### src/rtl/bwd_pkg.sv
package bwd_pkg;
   typedef enum logic [2:0] {
      ST_BOOT,
      ST_GUARD1,
      ST_GUARD2,
      ST_QUIET,
      ST_TRIPPED
   } bwd_state_e;

   localparam int CMD_W = 16;
   localparam logic [CMD_W-1:0] CMD_RETIRE1 = 16'hEEA1;
   localparam logic [CMD_W-1:0] CMD_RETIRE2 = 16'hBBC2;
   localparam int STAT_W = 4;
   localparam int NUM_GUARDS = 2;
endpackage

### src/rtl/bwd_prescaler.sv
module bwd_prescaler #(
   parameter int DIV = 250_000_000
) (
   input  logic clk,
   input  logic rst_n,
   input  logic en,
   input  logic clr,
   output logic tick
);
   if (DIV < 1) begin : g_bad_div
      $error("bwd_prescaler: DIV must be at least 1");
   end

   if (DIV == 1) begin : g_passthru
      wire unused_inputs = clk ^ rst_n ^ clr;
      assign tick = en;
   end else begin : g_count
      localparam int PW = $clog2(DIV);
      localparam logic [PW-1:0] LAST = PW'(DIV - 1);
      logic [PW-1:0] cnt_q;

      always_ff @(posedge clk or negedge rst_n) begin
         if (!rst_n)                cnt_q <= '0;
         else if (!en || clr)       cnt_q <= '0;
         else if (cnt_q == LAST)    cnt_q <= '0;
         else                       cnt_q <= cnt_q + 1'b1;
      end

      assign tick = en && (cnt_q == LAST);

      AST_TICK_SPACED: assert property (@(posedge clk) disable iff (!rst_n)
         tick |=> !tick);
   end
endmodule

### src/rtl/bwd_stage_timer.sv
module bwd_stage_timer #(
   parameter int LIMIT = 8
) (
   input  logic clk,
   input  logic rst_n,
   input  logic run,
   input  logic tick,
   output logic expire
);
   if (LIMIT < 1) begin : g_bad_limit
      $error("bwd_stage_timer: LIMIT must be at least 1");
   end

   localparam int CW = $clog2(LIMIT + 1);
   localparam logic [CW-1:0] TERM = CW'(LIMIT - 1);
   logic [CW-1:0] cnt_q;

   always_ff @(posedge clk or negedge rst_n) begin
      if (!rst_n)             cnt_q <= '0;
      else if (!run)          cnt_q <= '0;
      else if (tick)          cnt_q <= (cnt_q == TERM) ? '0 : cnt_q + 1'b1;
   end

   assign expire = run && tick && (cnt_q == TERM);

   AST_CNT_IN_RANGE: assert property (@(posedge clk) disable iff (!rst_n)
      run |-> (cnt_q <= TERM));
endmodule

### src/rtl/bwd_boot_watchdog.sv
module bwd_boot_watchdog #(
   parameter int CLK_HZ     = 250_000_000,
   parameter int SIM_DIV    = 0,
   parameter int GUARD1_SEC = 8,
   parameter int GUARD2_SEC = 108
) (
   input  logic        clk,
   input  logic        por_n,
   input  logic        rst_n,
   input  logic        strap_en,
   input  logic        cmd_we,
   input  logic [15:0] cmd_wdata,
   output logic [3:0]  status,
   output logic        reset_req
);
   import bwd_pkg::*;

   localparam int DIV = (SIM_DIV > 0) ? SIM_DIV : CLK_HZ;

   if (CLK_HZ < 1) begin : g_bad_clk
      $error("bwd_boot_watchdog: CLK_HZ must be positive");
   end
   if (SIM_DIV < 0) begin : g_bad_sim
      $error("bwd_boot_watchdog: SIM_DIV must not be negative");
   end
   if (GUARD1_SEC < 1 || GUARD2_SEC < 1) begin : g_bad_sec
      $error("bwd_boot_watchdog: guard periods must be at least 1 s");
   end

   logic sys_rst_n;
   assign sys_rst_n = rst_n & por_n;

   bwd_state_e state_q, state_d;
   logic       fire_d, fire_q;
   logic [1:0] cause_q;
   logic [NUM_GUARDS-1:0] run, expire;
   logic       tick, arm_clr;

   assign run[0]  = (state_q == ST_GUARD1);
   assign run[1]  = (state_q == ST_GUARD2);
   assign arm_clr = (state_d != state_q);

   bwd_prescaler #(.DIV(DIV)) u_presc (
      .clk  (clk),
      .rst_n(sys_rst_n),
      .en   (|run),
      .clr  (arm_clr),
      .tick (tick)
   );

   for (genvar g = 0; g < NUM_GUARDS; g++) begin : g_guard
      localparam int LIM = (g == 0) ? GUARD1_SEC : GUARD2_SEC;
      bwd_stage_timer #(.LIMIT(LIM)) u_tmr (
         .clk   (clk),
         .rst_n (sys_rst_n),
         .run   (run[g]),
         .tick  (tick),
         .expire(expire[g])
      );
   end

   always_comb begin
      state_d = state_q;
      fire_d  = 1'b0;
      unique case (state_q)
         ST_BOOT:   state_d = strap_en ? ST_GUARD1 : ST_QUIET;
         ST_GUARD1: begin
            if (expire[0]) begin
               state_d = ST_TRIPPED;
               fire_d  = 1'b1;
            end else if (cmd_we && cmd_wdata == CMD_RETIRE1) begin
               state_d = ST_GUARD2;
            end
         end
         ST_GUARD2: begin
            if (expire[1]) begin
               state_d = ST_TRIPPED;
               fire_d  = 1'b1;
            end else if (cmd_we && cmd_wdata == CMD_RETIRE2) begin
               state_d = ST_QUIET;
            end
         end
         ST_QUIET:   state_d = ST_QUIET;
         ST_TRIPPED: state_d = ST_TRIPPED;
         default:    state_d = ST_TRIPPED;
      endcase
   end

   always_ff @(posedge clk or negedge sys_rst_n) begin
      if (!sys_rst_n) begin
         state_q <= ST_BOOT;
         fire_q  <= 1'b0;
      end else begin
         state_q <= state_d;
         fire_q  <= fire_d;
      end
   end

   always_ff @(posedge clk or negedge por_n) begin
      if (!por_n)                 cause_q <= 2'b00;
      else if (rst_n && fire_d)   cause_q <= expire[0] ? 2'b01 : 2'b10;
   end

   assign reset_req = fire_q;
   assign status    = {cause_q, run[1], run[0]};

   AST_REQ_ONE_CYCLE: assert property (@(posedge clk) disable iff (!sys_rst_n)
      reset_req |=> !reset_req);
   AST_REQ_LEAVES_IDLE: assert property (@(posedge clk) disable iff (!sys_rst_n)
      reset_req |-> (status[1:0] == 2'b00));
   AST_CAUSE_SINGLE: assert property (@(posedge clk) disable iff (!por_n)
      $onehot0(cause_q));
   AST_GUARD2_FROM_GUARD1: assert property (@(posedge clk) disable iff (!sys_rst_n)
      $rose(status[1]) |-> $past(status[0]));
   AST_QUIET_STAYS: assert property (@(posedge clk) disable iff (!sys_rst_n)
      (state_q == ST_QUIET) |=> (state_q == ST_QUIET && !reset_req));
   AST_NO_REQ_WHEN_OFF: assert property (@(posedge clk) disable iff (!sys_rst_n)
      (state_q == ST_QUIET) |-> !fire_d);
endmodule

### config.mk
export PLATFORM = sky130hd
export DESIGN_NAME = bwd_boot_watchdog
export DESIGN_NICKNAME = d
export VERILOG_FILES = /design/src/rtl/bwd_pkg.sv /design/src/rtl/bwd_prescaler.sv /design/src/rtl/bwd_stage_timer.sv /design/src/rtl/bwd_boot_watchdog.sv
export SDC_FILE = /design/constraint.sdc
export NUM_CORES = 1
export LEC_CHECK = 0
export BUFFER_PORTS_ARGS = -buffer_cell sky130_fd_sc_hd__buf_4
export CORE_ASPECT_RATIO = 0.5
export CORE_MARGIN = 2
export CORE_UTILIZATION = 63
export CTS_CLUSTER_DIAMETER = 60
export DETAILED_ROUTE_END_ITERATION = 8
export GPL_ROUTABILITY_DRIVEN = 0
export GPL_TIMING_DRIVEN = 0
export PLACE_DENSITY = 0.85
export SLEW_MARGIN = 20
export SYNTH_ARGS = -nofsm -noshare
export SYNTH_HDL_FRONTEND = slang
export SYNTH_SLANG_ARGS = --single-unit
export TNS_END_PERCENT = 50
### constraint.sdc
create_clock -name clk -period 5.62 [get_ports clk]
set_input_delay 0.562 -clock clk [delete_from_list [all_inputs] [get_ports clk]]
set_output_delay 0.562 -clock clk [all_outputs]
set_load 0.005 [all_outputs]
### Word level (Yosys, flattened, before mapping)

Index checks and enable logic that the tools add are counted.

* bits in registers: 45

* bitwise logic cells: 1
* add/subtract/negate cells: 3
* multiplexer cells: 18
* equal/unequal tests: 11
* reductions and logical operators: 12

Operator list (count)
* $mux 28: 2
* $eq 16x16->1 const B: 2
* $add 28x1->28 const B: 1
* $eq 28x28->1 const B: 1
* $mux 7: 3
* $mux 3: 4
* $mux 4: 3
* $pmux 3 s4: 1
* $logic_and 1x1->1: 8
* $add 7x1->7 const B: 1
* $eq 7x7->1 const B: 1
* $eq 3x2->1 const B: 2
* $add 4x1->4 const B: 1
* $eq 4x3->1 const B: 1
* $mux 2: 2
* $ne 2x2->1 const B: 2
* $eq 3x1->1 const B: 1
* $logic_not 3->1: 1
* $ne 3x3->1: 1
* $mux 1: 2
* $pmux 1 s2: 1
* $reduce_or 2->1: 1
* $and 1x1->1: 1
* $logic_not 1->1: 1
* $logic_or 1x1->1: 1

### Depth between registers and ports, before layout

* depth after elaboration: 10
* depth in mapped cells: 8

### Hierarchy

A second synthesis with hierarchy kept.

* cell total of the unflattened synthesis: 270
* area, all modules: 2587.5 um2

By module, submodules not included
* bwd_prescaler: seq. area each 700.7 um2, cells an instance 158, instances 1, area an instance 1531.5 um2
* bwd_stage_timer (g_guard[1].u_tmr): seq. area each 175.2 um2, cells an instance 47, instances 1, area an instance 419.2 um2
* bwd_boot_watchdog: seq. area each 150.1 um2, cells an instance 45, instances 1, area an instance 414.1 um2
* bwd_stage_timer (g_guard[0].u_tmr): seq. area each 100.1 um2, cells an instance 20, instances 1, area an instance 222.7 um2

### Worst setup path after synthesis

OpenSTA, ideal clock, no wires.

* kind: input -> register
* from: input cmd_wdata[3]
* to: register u_presc.g_count.cnt_q[19]
* data required time: 5.499 ns
* path buffers: 2
* library setup time: 0.121 ns
* setup slack: 3.359 ns
* stages on the path: 7
* arrival: 2.140 ns
* cells stage by stage: or3_1 > or4_1 > o21bai_1 > a211o_1 > buf_2 > buf_2 > nor2_1

* cells in the longest elaborated chain, start to end: 8
* elaborated cells between the ends (all ways): 12
* those cells by class: eq/ne (3); mux (6); reduce/logical (3)

RTL lines
* start, declared: RTL line bwd_boot_watchdog.sv:12 `input logic [15:0] cmd_wdata,`
* $eq 16x16->1 (on tied branches): RTL line bwd_boot_watchdog.sv:79, bwd_boot_watchdog.sv:71
* $logic_and 1x1->1 (on tied branches): RTL line bwd_boot_watchdog.sv:79, bwd_boot_watchdog.sv:71
* $mux 3 (on tied branches): RTL line bwd_boot_watchdog.sv:79, bwd_boot_watchdog.sv:71
* $mux 3 (on tied branches): RTL line bwd_boot_watchdog.sv:76, bwd_boot_watchdog.sv:68
* $pmux 3 s4 *: RTL line bwd_boot_watchdog.sv:65 `unique case (state_q)`
* $ne 3x3->1 *: RTL line bwd_boot_watchdog.sv:41 `assign arm_clr = (state_d != state_q);`
* $logic_or 1x1->1 *: RTL line bwd_prescaler.sv:24 `else if (!en || clr) cnt_q <= '0;`
* $mux 28 *: RTL line bwd_prescaler.sv:24
* end signal, assigned: RTL line bwd_prescaler.sv:26 `else cnt_q <= cnt_q + 1'b1;`
* end, declared: RTL line bwd_prescaler.sv:20 `logic [PW-1:0] cnt_q;`

Mark *: on every way between the ends. The rest lies on a longest branch, timed or not.
A chain may end at the register's enable or synchronous reset.

### Worst setup path after layout

* from: register u_presc.g_count.cnt_q[0]
* to: register u_presc.g_count.cnt_q[22]

* cells in the longest elaborated chain, start to end: 9
* elaborated cells between the ends (all ways): 14
* those cells by class: add/sub (1); eq/ne (2); mux (5); reduce/logical (6)

RTL lines
* $eq 28x28->1: RTL line bwd_prescaler.sv:25, bwd_prescaler.sv:29
* $logic_and 1x1->1: RTL line bwd_prescaler.sv:29 `assign tick = en && (cnt_q == LAST);`
* $logic_and 1x1->1 (2 in a row): RTL line bwd_stage_timer.sv:24 `assign expire = run && tick && (cnt_q == TERM);`
* $mux 3 (on tied branches): RTL line bwd_boot_watchdog.sv:76, bwd_boot_watchdog.sv:68
* $pmux 3 s4: RTL line bwd_boot_watchdog.sv:65
* $ne 3x3->1: RTL line bwd_boot_watchdog.sv:41
* $logic_or 1x1->1: RTL line bwd_prescaler.sv:24
* $mux 28 *: RTL line bwd_prescaler.sv:24

Marked as above.

==> flow_summary.ini <==
[outcome]
outcome = finished, final reports clean

[critical_path]
critPathRequiredTime_ps = 5800
worst-setup-path-type = flip-flop to flip-flop
slowest_stage = or4_1
startpoint_type = flip-flop
crit_chain = ha_1 -> nand4_1 -> or4_1 -> nor2_1 -> a211o_1 -> buf_2 -> buf_2 -> nor2_1
cp.arrival_ps = 2900
slowest_delay_ps = 640
cp_max_fo = 10
end_kind = flip-flop

[clock_network]
htree_levels = 2
clk_pin_slew_ps = 90
numCtsBuffers = 5
clock_path_buffers = 2
cts_resized = 0
root_buffer = clkbuf_8
cts_hold_buf = 0
cts.sinks = 45
cts_tree = yes
post_cts_buffers = 0
clock_latency_ps = 300

[sta]
worst_slew_pin_slew_ps = 895
setup_viol = 0
fmax_ghz = 0.368
final_hold_viol_count = 0
min_period_ps = 2720
relSlewSlack_pct = 39.9
rsz0062_at_grt = false
maxSlewViolCount = 0
period_share_pct = 48.4
finalClockSkew_ps = 10.4
fin_tns_setup_ps = 0
fin_ws_ps = 2900

[power]
combPwrFrac_pct = 15.0
p_per_area_nw_per_um2 = 256
ir_drop_uv = 160
cell_internal_pwr_mw = 0.553
switching_share_pct = 25.3
pwr-share-seq_pct = 46.3
leakage_nw = 1.18
p_clk_share_pct = 38.7
p_switching_mw = 0.187

[logic_synthesis]
synth_top_area_share_pct = 45.5
synth_xor_area_share_pct = 9.91
synth_top_family_by_area = simple AND/OR/NAND/NOR gates
synth.most_common_cell = dfrtp_1
synthCells = 268
syn-mean-instance-area_um2 = 9.23
synth_adder_area_share_pct = 1.52
synth_cell_types = 45
ys_ff_latch = 45
synthSimpleGateAreaFrac_pct = 32.3
yosys.area.top_type = dfrtp_1
synth_edf_count = 0
ys_async_sr_fraction_pct = 100
synth-compound-area-share_pct = 7.28
synth.cell_area_um2 = 2470
synth-seq-area-share_pct = 45.5
synth_flop_cell = dfrtp_1
yosysWarnings = 0
synth_common_cells = dfrtp_1, nor2_1, nand2_1
synth_area_leaders = dfrtp_1, xor2_1, nor2_1
synth_mux_area_share_pct = 0
syn_nets = 292

[grt]
track_usage_pct = 26.8
grt_pass1_vias = 2132
grt-ovfl-total = 0
grt_pass1_wl_um = 9430
antenna_found_initial = 0
grt_max_degree = 28

[layout]
seqCellArea_um2 = 1130
design_area_um2 = 2890
syn_to_final_growth_pct = 16.6
final_util_pct = 75.1
multi_input_area_um2 = 1260
drive_above_1_share_pct = 16.6
instances_no_fill = 356
fillCellCount = 280
finalNetCount = 325
n_antenna_cell = 0

[detailed_routing]
wire_per_inst_um = 15.3
via_per_inst = 5.96
drc = 0
drt_iter0_drc = 78
vias = 2123
drtAntennaViolNets = 0
drt-total-wl_um = 5450
drtPass1Iterations = 4

[die]
chipWidth_um = 92.6
start_util_pct = 64.4
rows = 16
die_h_um = 48.3
core-area_um2 = 3840
die_area_um2 = 4480
io_pins = 26

[placement]
place_hpwl_um = 3760
post-place-ws_ps = 3000
port_buffers = 25
placedCellCount = 348
postPlaceCellArea_um2 = 2750

[worst_hold_path]
hp-class = input port to asynchronous set/reset pin

[job]
cap_viol_max_count = 0
==> path summary, 6_finish.rpt <==
kind	start	end	slack, ps	cells past startpoint
max in group asynchronous	por_n	u_presc.g_count.cnt_q[1]$_DFF_PN0_	4780	3
min in group clk	u_presc.g_count.cnt_q[0]$_DFF_PN0_	u_presc.g_count.cnt_q[0]$_DFF_PN0_	500	1
worst min-delay path	por_n	cause_q[0]$_DFFE_PN0P_	20	1
worst max-delay path	u_presc.g_count.cnt_q[0]$_DFF_PN0_	u_presc.g_count.cnt_q[22]$_DFF_PN0_	2900	8
worst min register to register	u_presc.g_count.cnt_q[0]$_DFF_PN0_	u_presc.g_count.cnt_q[0]$_DFF_PN0_	500	1
worst max register to register	u_presc.g_count.cnt_q[0]$_DFF_PN0_	u_presc.g_count.cnt_q[22]$_DFF_PN0_	2900	8
==> cell type report <==
type                            instances  share of cell area [%]
Buffer                                 11                    2.08
Clock buffer                            5                    2.39
Clock inverter                          3                    2.25
Inverter                                7                   0.911
Multi-Input combinational cell        205                    43.8
Sequential cell                        45                    39.0
Tap cell                               54                    2.34
Timing Repair Buffer                   26                    7.20
==> kinds of logic (layout without fill, tap and decap cells) <==
family	count (synthesis)	count (layout)
buffers and inverters	18	52
adders and majority gates	3	3
and+or+nand+nor	145	145
AOI/OAI and AO/OA	29	29
DFF	45	45
xor gates and xnor gates	28	28
==> flip-flops by register name (all words and copies together) (netlist names) <==
name,cells
cause_q,2
g_guard.u_tmr.cnt_q,11
reset_req,1
state_q,3
u_presc.g_count.cnt_q,28
==> metal layers <==
| metal | track usage [%] | wire [um] |
|---|---|---|
| met1 | 34.7 | 2450 |
| met2 | 46.5 | 2660 |
| met4 | 9.07 | 92 |
| met3 | 4.52 | 246 |
| met5 | 0 | 0 |
==> worst max-delay path: cells and delay by family, from the launching register on <==
kind                     cells  cell delay, ps
AND/OR/NAND/NOR              4            1320
buffers and inverters        2             470
flip-flops                   1             410
adder cells (fa/ha/maj)      1             270
AO/OA/AOI/OAI                1             150
==> power by group through the flow <==
stage | combinational [mW] | sequential, mW | clock, mW
after floorplan | 0.0705 | 0.346 | 0
after global placement | 0.104 | 0.347 | 0
after detailed placement | 0.109 | 0.348 | 0
after CTS | 0.110 | 0.342 | 0.288
after global routing | 0.123 | 0.344 | 0.301
final | 0.111 | 0.342 | 0.286
==> cell usage in the layout, fill, tap and decap left out, types with 2 or more instances in the layout <==
cell type,instances
or2_2,3
nor2_1,42
nor4b_1,3
or4b_1,2
ha_1,3
nand4b_1,2
and4_1,2
and2_1,2
nand3_1,18
o211ai_1,2
o21bai_1,3
nand3b_1,3
and3_1,2
o21ai_1,2
xnor2_1,8
bufinv_16,2
nand2_1,24
buf_2,3
or3_1,5
dfrtp_1,45
nand4_1,11
clkbuf_1,5
a21oi_1,10
xor2_1,20
nor4_4,2
nor3_1,7
inv_1,7
o21ai_0,6
nor4_1,2
or4_1,3
clkbuf_8,5
nand2b_1,4
buf_4,27
==> per-stage QoR <==
step | total power [mW] | hold WS, ps
floorplan | 0.417 | 266
global placement | 0.451 | 346
detailed placement | 0.458 | 349
CTS | 0.740 | 23.4
global route | 0.769 | 19.8
finish | 0.739 | 24.1
(Power assumes the default switching activity.)
